**src/rtl/skp_pkg.sv**
```systemverilog
package skp_pkg;

  localparam int SHARE_COUNT = 2;

  typedef struct packed {
    logic issue;          // evaluate a challenge against the shares this cycle
    logic selHold;        // evaluated challenge comes from the delay register
    logic captureHold;    // park the incoming challenge for one cycle
    logic loadShares;     // overwrite both shares
    logic refreshShares;  // XOR the mask into both shares
    logic retire;         // share parities are valid, combine them
  } skp_strobe_t;

endpackage

```
**src/rtl/skp_parity_tree.sv**
```systemverilog
module skp_parity_tree #(
  parameter int IN_W = 64
) (
  input  logic [IN_W-1:0] dataIn,
  output logic            parityOut
);

  localparam int LEVELS = (IN_W > 1) ? $clog2(IN_W) : 0;
  localparam int LEAVES = 1 << LEVELS;

  // Heap-ordered tree: node j has children 2j and 2j+1, leaves at LEAVES..2*LEAVES-1.
  logic [2*LEAVES-1:1] node;
  logic [LEAVES-1:0]   padded;

  assign padded = LEAVES'(dataIn);

  genvar gi;
  generate
    for (gi = 0; gi < LEAVES; gi++) begin : g_leaf
      assign node[LEAVES + gi] = padded[gi];
    end
    for (gi = 1; gi < LEAVES; gi++) begin : g_inner
      assign node[gi] = node[2*gi] ^ node[2*gi + 1];
    end
  endgenerate

  assign parityOut = node[1];

endmodule

```
**src/rtl/skp_share_lane.sv**
```systemverilog
module skp_share_lane #(
  parameter int KEY_W = 64
) (
  input  logic             clk,
  input  logic             rst_n,
  input  logic             loadEn,
  input  logic [KEY_W-1:0] loadValue,
  input  logic             refreshEn,
  input  logic [KEY_W-1:0] refreshMask,
  input  logic             issue,
  input  logic [KEY_W-1:0] chalData,
  output logic [KEY_W-1:0] shareQ,
  output logic             parityQ
);

  logic [KEY_W-1:0] masked;
  logic             parityNext;

  always_ff @(posedge clk or negedge rst_n) begin
    if (!rst_n) begin
      shareQ <= '0;
    end else if (loadEn) begin
      shareQ <= loadValue;
    end else if (refreshEn) begin
      shareQ <= shareQ ^ refreshMask;
    end
  end

  assign masked = chalData & shareQ;

  skp_parity_tree #(.IN_W(KEY_W)) tree_i (
    .dataIn    (masked),
    .parityOut (parityNext)
  );

  always_ff @(posedge clk or negedge rst_n) begin
    if (!rst_n) begin
      parityQ <= 1'b0;
    end else if (issue) begin
      parityQ <= parityNext;
    end
  end

endmodule

```
**src/rtl/skp_ctrl.sv**
```systemverilog
module skp_ctrl
  import skp_pkg::*;
(
  input  logic        clk,
  input  logic        rst_n,
  input  logic        loadEn,
  input  logic        refreshEn,
  input  logic        chalValid,
  output skp_strobe_t strobe,
  output logic        resultValid
);

  logic holdValid;
  logic parValid;
  logic resValid;
  logic updateNow;

  assign updateNow = loadEn | refreshEn;

  always_comb begin
    strobe               = '0;
    strobe.selHold       = holdValid;
    strobe.issue         = holdValid | (chalValid & ~updateNow);
    strobe.captureHold   = chalValid & (updateNow | holdValid);
    strobe.loadShares    = loadEn;
    strobe.refreshShares = refreshEn & ~loadEn;
    strobe.retire        = parValid;
  end

  always_ff @(posedge clk or negedge rst_n) begin
    if (!rst_n) begin
      holdValid <= 1'b0;
      parValid  <= 1'b0;
      resValid  <= 1'b0;
    end else begin
      holdValid <= strobe.captureHold;
      parValid  <= strobe.issue;
      resValid  <= parValid;
    end
  end

  assign resultValid = resValid;

endmodule

```
**src/rtl/skp_datapath.sv**
```systemverilog
module skp_datapath
  import skp_pkg::*;
#(
  parameter int KEY_W = 64
) (
  input  logic             clk,
  input  logic             rst_n,
  input  skp_strobe_t      strobe,
  input  logic [KEY_W-1:0] loadShareA,
  input  logic [KEY_W-1:0] loadShareB,
  input  logic [KEY_W-1:0] refreshMask,
  input  logic [KEY_W-1:0] chalData,
  output logic [KEY_W-1:0] shareAView,
  output logic [KEY_W-1:0] shareBView,
  output logic             resultBit
);

  logic [KEY_W-1:0]       holdData;
  logic [KEY_W-1:0]       issueData;
  logic [KEY_W-1:0]       loadVal  [SHARE_COUNT];
  logic [KEY_W-1:0]       shareVal [SHARE_COUNT];
  logic [SHARE_COUNT-1:0] laneParity;
  logic                   resultQ;

  always_ff @(posedge clk or negedge rst_n) begin
    if (!rst_n) begin
      holdData <= '0;
    end else if (strobe.captureHold) begin
      holdData <= chalData;
    end
  end

  assign issueData  = strobe.selHold ? holdData : chalData;
  assign loadVal[0] = loadShareA;
  assign loadVal[1] = loadShareB;

  genvar gs;
  generate
    for (gs = 0; gs < SHARE_COUNT; gs++) begin : g_lane
      skp_share_lane #(.KEY_W(KEY_W)) lane_i (
        .clk         (clk),
        .rst_n       (rst_n),
        .loadEn      (strobe.loadShares),
        .loadValue   (loadVal[gs]),
        .refreshEn   (strobe.refreshShares),
        .refreshMask (refreshMask),
        .issue       (strobe.issue),
        .chalData    (issueData),
        .shareQ      (shareVal[gs]),
        .parityQ     (laneParity[gs])
      );
    end
  endgenerate

  // Only the registered one-bit share parities are ever combined.
  always_ff @(posedge clk or negedge rst_n) begin
    if (!rst_n) begin
      resultQ <= 1'b0;
    end else if (strobe.retire) begin
      resultQ <= ^laneParity;
    end
  end

  assign shareAView = shareVal[0];
  assign shareBView = shareVal[1];
  assign resultBit  = resultQ;

endmodule

```
**src/rtl/shared_key_parity.sv**
```systemverilog
module shared_key_parity
  import skp_pkg::*;
#(
  parameter int KEY_W = 64
) (
  input  logic             clk,
  input  logic             rst_n,
  input  logic             loadEn,
  input  logic [KEY_W-1:0] loadShareA,
  input  logic [KEY_W-1:0] loadShareB,
  input  logic             refreshEn,
  input  logic [KEY_W-1:0] refreshMask,
  input  logic             chalValid,
  input  logic [KEY_W-1:0] chalData,
  output logic             resultValid,
  output logic             resultBit
);

  skp_strobe_t      strobe;
  logic [KEY_W-1:0] shareAView;
  logic [KEY_W-1:0] shareBView;

  skp_ctrl ctrl_i (
    .clk         (clk),
    .rst_n       (rst_n),
    .loadEn      (loadEn),
    .refreshEn   (refreshEn),
    .chalValid   (chalValid),
    .strobe      (strobe),
    .resultValid (resultValid)
  );

  skp_datapath #(.KEY_W(KEY_W)) dp_i (
    .clk         (clk),
    .rst_n       (rst_n),
    .strobe      (strobe),
    .loadShareA  (loadShareA),
    .loadShareB  (loadShareB),
    .refreshMask (refreshMask),
    .chalData    (chalData),
    .shareAView  (shareAView),
    .shareBView  (shareBView),
    .resultBit   (resultBit)
  );

endmodule

```
**config.mk**
```make
export PLATFORM = sky130hd
export DESIGN_NAME = shared_key_parity
export DESIGN_NICKNAME = d
export VERILOG_FILES = /design/src/rtl/skp_pkg.sv /design/src/rtl/skp_parity_tree.sv /design/src/rtl/skp_share_lane.sv /design/src/rtl/skp_ctrl.sv /design/src/rtl/skp_datapath.sv /design/src/rtl/shared_key_parity.sv
export SDC_FILE = /design/constraint.sdc
export NUM_CORES = 1
export LEC_CHECK = 0
export ABC_CLOCK_PERIOD_IN_PS = 3600
export BUFFER_PORTS_ARGS = -buffer_cell sky130_fd_sc_hd__buf_2
export CELL_PAD_IN_SITES_DETAIL_PLACEMENT = 0
export CELL_PAD_IN_SITES_GLOBAL_PLACEMENT = 1
export CORE_UTILIZATION = 42
export DETAILED_ROUTE_END_ITERATION = 6
export PLACE_DENSITY = 0.84
export SYNTH_ARGS = -nofsm -noshare
export SYNTH_HDL_FRONTEND = slang
export SYNTH_SLANG_ARGS = --single-unit
```
**constraint.sdc**
```tcl
create_clock -name clk -period 3.6 [get_ports clk]
set_clock_uncertainty 0.05 [all_clocks]
set_input_delay 0.36 -clock clk [delete_from_list [all_inputs] [get_ports clk]]
set_output_delay 0.36 -clock clk [all_outputs]
set_load 0.005 [all_outputs]
```
After elaboration in Yosys (flattened, before gate mapping) --
Index checks and enable logic that the tools add are counted.
Storage, ports and cells: flip-flop bits (word level) 198, output and inout bits 2, logic and storage cells 154
Cells by class: muxes and demuxes 5, bitwise logic cells 138, reductions and logical operators 2
Operators by type and width (number):
- two-way mux 64 bit | 5
- bitwise AND 64 bit | 2
- XOR 64 bit | 2
- XOR 1 bit | 126
- bitwise AND 1 bit | 3
- bitwise OR 1 bit | 3
- inverter 1 bit | 2
- nonzero test 2 bit | 1
- parity 2 bit | 1

Longest topological paths before layout --
word-level depth 8, depth in mapped cells 12, depth with buffers taken out 8

Hierarchy --
A second synthesis with hierarchy kept.
Second synthesis, totals: cell total of the unflattened synthesis 1188, area, all modules 13696.9 sq um
Modules (own cells, without submodules):
- skp_share_lane | times used 2, cells an instance 421, area each 4334.2 sq um
- skp_datapath | times used 1, cells an instance 210, area each 3798.6 sq um
- skp_parity_tree | times used 2, cells an instance 63, area each 551.8 sq um
- skp_ctrl | times used 1, cells an instance 10, area each 126.4 sq um

Least setup slack after synthesis --
OpenSTA, ideal clock, no wires.
path kind flip-flop to flip-flop, start register ctrl_i.holdValid, end register dp_i.g_lane[0].lane_i.parityQ, setup time 82 ps, arrival 2711 ps, setup slack 757 ps, stages on the path, launching flop included 10, path buffers 1, path through dfrtp_1 -> buf_6 -> mux2_4 -> a211o_1 -> a211o_1 -> a211o_1 -> a211o_1 -> a211o_1 -> a211o_1 -> a31oi_1
On the way: word-level cells in the longest chain between the ends 8, elaborated cells on any way between the ends 66
RTL lines:
- start, declared | line skp_ctrl.sv:13 | logic holdValid;
- start signal, assigned | line skp_ctrl.sv:36 | holdValid <= strobe.captureHold;
- two-way mux 64 bit | line skp_datapath.sv:33 | assign issueData = strobe.selHold ? holdData : chalData;
- bitwise AND 64 bit | line skp_share_lane.sv:29 | assign masked = chalData & shareQ;
- XOR 1 bit (6 in series) | line skp_parity_tree.sv:23 | assign node[gi] = node[2*gi] ^ node[2*gi + 1];
- end signal, assigned | line skp_share_lane.sv:40 | parityQ <= parityNext;
- end, declared | line skp_share_lane.sv:13 | output logic parityQ
Parallel ways exist; a longest one is shown, timed or not. A chain may end at the register's enable or synchronous reset.

Final worst setup path --
start register ctrl_i.holdValid, end register dp_i.g_lane[1].lane_i.parityQ
On the way: word-level cells in the longest chain between the ends 8, elaborated cells on any way between the ends 66
RTL lines (line):
- two-way mux 64 bit | skp_datapath.sv:33
- bitwise AND 64 bit | skp_share_lane.sv:29
- XOR 1 bit (6 in series) | skp_parity_tree.sv:23
- end signal, assigned | skp_share_lane.sv:40
- end, declared | skp_share_lane.sv:13
Parallel ways exist; a longest one is shown, timed or not.

==> results by stage <==
Synth:
- After synthesis, the share of flip-flops with an asynchronous set or reset is 1.000.
- The area of the mapped netlist is approximately 12000 um2.
- The synthesized-area fraction occupied by adder cells is 0.
- After synthesis the netlist holds a flip-flop and latch count of 198.
- The distinct cell type count of the synthesized netlist is 24.
- The mean cell area of the mapped netlist is approximately 9.2 um2.
- The synthesized design contains 0 enable-type register cells.
- The area fraction in compound gates after synthesis is 0.2258.
- The number of warning messages in the yosys log is 0.
- The synthesized netlist cell count is approximately 1300.
- The combinational family with the most area after synthesis is compound AO/OA/AOI/OAI gates.
- Counting every net in the synthesized netlist gives 1550.
- The share of the Yosys chip area taken by registers is 0.4193.
- The simple-gate portion of the synthesized area is 0.1150.
- For this run, the leading register cell type out of synthesis is sky130_fd_sc_hd__dfrtp_1.
- The share of synthesized area spent on multiplexers is 0.09444.
- The share of the synthesized netlist area taken by xor and xnor gates is 0.09561.

Timing:
- The final count of hold timing violations was 0.
- The count of final max-slew check failures is 0.
- The ratio of final minimum period to clock period is 0.9384.
- Setup repair after global routing left no endpoint under its margin.
- Setup violations remaining at the end of the flow were counted as 0.
- The relative max-transition margin is 0.4607.
- Summed over all failing endpoints, the final setup total negative slack is 0 ns.
- The worst path meets setup with approximately 0.22 ns of slack.
- The slew at the pin with the worst max-slew slack is 0.8089 ns.
- After layout, the minimum clock period comes to ~3.4 ns.
- The achievable clock frequency is about 300 MHz.

Route:
- Dividing the detail-routed via count by the number of cells gives roughly 5.3.
- The count of TritonRoute iterations in the first routing pass is 5.
- After detailed routing, the met3 layer carries 3.031 mm of wire.
- For this block, the routed nets add up to between 30 and 40 mm of wire.
- In this run the remaining antenna-violating nets after routing total 0.
- In the detailed route, the total length drawn on met2 is 16.55 mm.
- The detailed router's first-iteration violation count is about 770.
- The top layer reached by signal wires is met5.
- Across all layers, the routed design uses 10294 vias.
- The remaining routing DRC violations is 0.
- In the final routing, the length of wire on met1 measures between 15 and 20 mm.
- After detailed routing, the average wire length per cell comes to between 15 and 20 um.

Floorplanning:
- The initialized floorplan defines 61 standard-cell rows.
- Measured along the x axis, the die boundary spans 169.7 um.
- The die is between 150 and 200 um tall.
- The region available for standard cell placement spans ~28000 um2.
- The initial cell density of the core is 0.4265.
- The number of top-level pins is 263.
- The total die area is 28810 um2.

Cells and area:
- The synthesis-to-layout area growth is 19.76%.
- The number of nets at the end of the flow is ~1800.
- The count of fill cells added during filler insertion is ~2700.
- The final standard cell area without fillers is between 10000 and 15000 um2.
- The share of cells above drive strength 1 is 0.2434.

Global route:
- The number of global-route vias before repair was 9961.
- The first global-routing pass estimated about 56 mm of wire.
- The total congestion overflow is 0.
- The maximum number of pins on one net before global-route repair is roughly 190.
- The initial antenna violation count was 8.
- Across every metal layer, demand over resource in global routing totals 0.2571.

Min path:
- The worst hold endpoint is dp_i.holdData[44]$_DFFE_PN0P_.
- The worst hold path begins at chalData[44].
- The worst hold path passes through 3 cells.
- The path class of the lowest-slack min-delay path is in -> reg.

Pwr:
- For this design the static power due to leakage is 7.054 nW.
- The total power draw is 6.501 mW.
- Dividing total power by cell area gives a power density of 459.3 nW/um2.
- The worst-case IR drop observed on VDD is 0.3652 mV.

Clocking:
- The CTS tree is built.
- The H-tree level count is 4.
- Clock tree synthesis found a total of ~200 sinks.
- The number of buffers on the longest clock path is 2.
- CTS placed an instance of sky130_fd_sc_hd__clkbuf_16 at the clock tree root.
- The post-CTS resize count is 0.
- For the worst-skew pair, the clock arrives at the later sink with an insertion delay of 0.45 ns.
- The number of buffers added by the clock tree synthesis step is 17.
- The clock input transition at the sequential cells of the worst setup and hold paths is ~0.080 ns.

Run:
- The max-cap check violation count is 0.

Setup path:
- The worst register-to-register path begins at ctrl_i.holdValid$_DFF_PN0_.
- In this run the worst path has a maximum fanout of 17.
- The most critical setup path has its startpoint at ctrl_i.holdValid$_DFF_PN0_.
- The data arrival time at the worst-slack endpoint is 3.70 ns.
- The capturing point of the worst reg2reg path is dp_i.g_lane[1].lane_i.parityQ$_DFFE_PN0P_.
- The worst setup path is captured at a flop.
- STA classifies the critical path startpoint as a flop.
- The critical path is of the reg -> reg type.
- For flop-to-flop paths, the worst setup slack is between 0.2 and 0.25 ns.
- The depth of the worst register-to-register path is 9.
- At the worst endpoint, the required time is 3.92 ns.

Place:
- The HPWL reported at the end of detailed placement is ~28 mm.
- The pre-CTS setup slack is 0.1655 ns.
- The count of buffers added on input and output ports is 262.
- The total cell area at the placement stage is around 14000 um2.
- The final weighted congestion of routability-driven global placement is approximately 0.88.

Status:
- The flow ran to the end, and the final reports show no timing, DRC or antenna violations.
[layer usage]
metal  vias up  global-route usage
met3        62             0.06973
met2       372              0.3954
met4        10             0.09792
met5         -                   0
li1       4979                   -
met1      4871              0.3439
[cells in the final DEF (no fill, tap or decap), types with 3 or more instances in the layout]
cell                           n
sky130_fd_sc_hd__dfrtp_1     197
sky130_fd_sc_hd__a211o_1      63
sky130_fd_sc_hd__o211a_1      60
sky130_fd_sc_hd__mux2_2       56
sky130_fd_sc_hd__diode_2       3
sky130_fd_sc_hd__a211oi_1     63
sky130_fd_sc_hd__mux2_4        7
sky130_fd_sc_hd__xnor2_1     111
sky130_fd_sc_hd__mux2i_1      38
sky130_fd_sc_hd__nand2_1     358
sky130_fd_sc_hd__buf_4        10
sky130_fd_sc_hd__o211ai_1     65
sky130_fd_sc_hd__nor2_1        4
sky130_fd_sc_hd__inv_8         3
sky130_fd_sc_hd__inv_6         4
sky130_fd_sc_hd__clkbuf_16    17
sky130_fd_sc_hd__clkinvlp_4    4
sky130_fd_sc_hd__buf_12        5
sky130_fd_sc_hd__buf_2       260
sky130_fd_sc_hd__o21ai_0     102
sky130_fd_sc_hd__xor2_1       18
sky130_fd_sc_hd__inv_1        84
[critical path: stages, from the launching register on]
cell                       delay (ns)
sky130_fd_sc_hd__dfrtp_4         0.68
sky130_fd_sc_hd__buf_12          0.21
sky130_fd_sc_hd__mux2_4          0.33
sky130_fd_sc_hd__a211o_1         0.32
sky130_fd_sc_hd__a211o_1         0.33
sky130_fd_sc_hd__a211o_1         0.32
sky130_fd_sc_hd__a211o_1         0.34
sky130_fd_sc_hd__a211oi_1        0.38
sky130_fd_sc_hd__o211ai_1        0.16
sky130_fd_sc_hd__a31oi_1         0.18
[worst max path at each step]
stage,end,depth (start not counted)
2_1_floorplan,dp_i.g_lane[0].lane_i.parityQ$_DFFE_PN0P_,9
3_3_place_gp,dp_i.g_lane[1].lane_i.parityQ$_DFFE_PN0P_,9
3_5_place_dp,dp_i.g_lane[1].lane_i.parityQ$_DFFE_PN0P_,9
4_1_cts,dp_i.g_lane[1].lane_i.parityQ$_DFFE_PN0P_,9
5_1_grt,dp_i.g_lane[1].lane_i.parityQ$_DFFE_PN0P_,9
6_report,dp_i.g_lane[1].lane_i.parityQ$_DFFE_PN0P_,9
[timing repair]
item                       4_1_cts  5_1_grt
setup endpoints to repair        0        1
hold buffers                     1        0
hold endpoints to repair        47        0
buffers inserted                 0        1
[area by class of cell]
| cell class | count | area (um2) | share of cell area |
|---|---|---|---|
| Tap cell | 378 | 473.0 | 0.03342 |
| Inverter | 85 | 319.1 | 0.02254 |
| Clock buffer | 18 | 429.2 | 0.03032 |
| Sequential cell | 198 | 4959 | 0.3504 |
| Multi-Input combinational cell | 951 | 6287 | 0.4443 |
| Antenna cell | 3 | 7.507 | 0.0005305 |
| Timing Repair Buffer | 279 | 1539 | 0.1087 |
| Clock inverter | 14 | 138.9 | 0.009813 |
[flip-flops by register name (all words and copies together), names as in the netlist]
signal and cells:
dp_i.g_lane.lane_i.shareQ 128, dp_i.holdData 64, dp_i.g_lane.lane_i.parityQ 2, ctrl_i.holdValid 1, ctrl_i.parValid 1, ctrl_i.resultValid 1
dp_i.resultBit 1
[logic make-up after synthesis]
family,count (synthesis)
AO/OA/AOI/OAI,359
XOR/XNOR,129
buffers and inverters,140
multiplexers,101
AND/OR/NAND/NOR,362
flip-flops,198
[where the power goes]
| part | internal [mW] | leakage, nW | switching (mW) | total (mW) |
|---|---|---|---|---|
| clock | 0.976 | 0.270 | 0.942 | 1.92 |
| combinational | 0.841 | 4.40 | 1.01 | 1.85 |
| sequential | 2.51 | 2.38 | 0.224 | 2.73 |
[Yosys cell counts (all sizes together), types with 4 or more instances]
cell type	instances	area, um2
mux2i	38	380.4
buf	22	146.4
o211ai	65	488.0
clkbuf	33	123.9
mux2	63	735.7
nor2	4	15.01
dfrtp	198	4955
a211oi	64	485.5
xor2	18	157.7
xnor2	111	972.2
o21ai	102	510.5
nand2	358	1344
a211o	63	551.8
o211a	60	600.6
inv	85	319.1
[metrics by stage]
stage | hold WS, ns | std cells | utilization
after CTS | 0.05459 | 1922 | 0.5096
after global routing | 0.06611 | 1925 | 0.5107
final | 0.06299 | 1926 | 0.5108
after global placement | 0.3303 | 1889 | 0.4887
after detailed placement | 0.3635 | 1889 | 0.4887
after floorplan | 0.01441 | 1289 | -
Note: power is estimated with default switching activity, not from simulation.
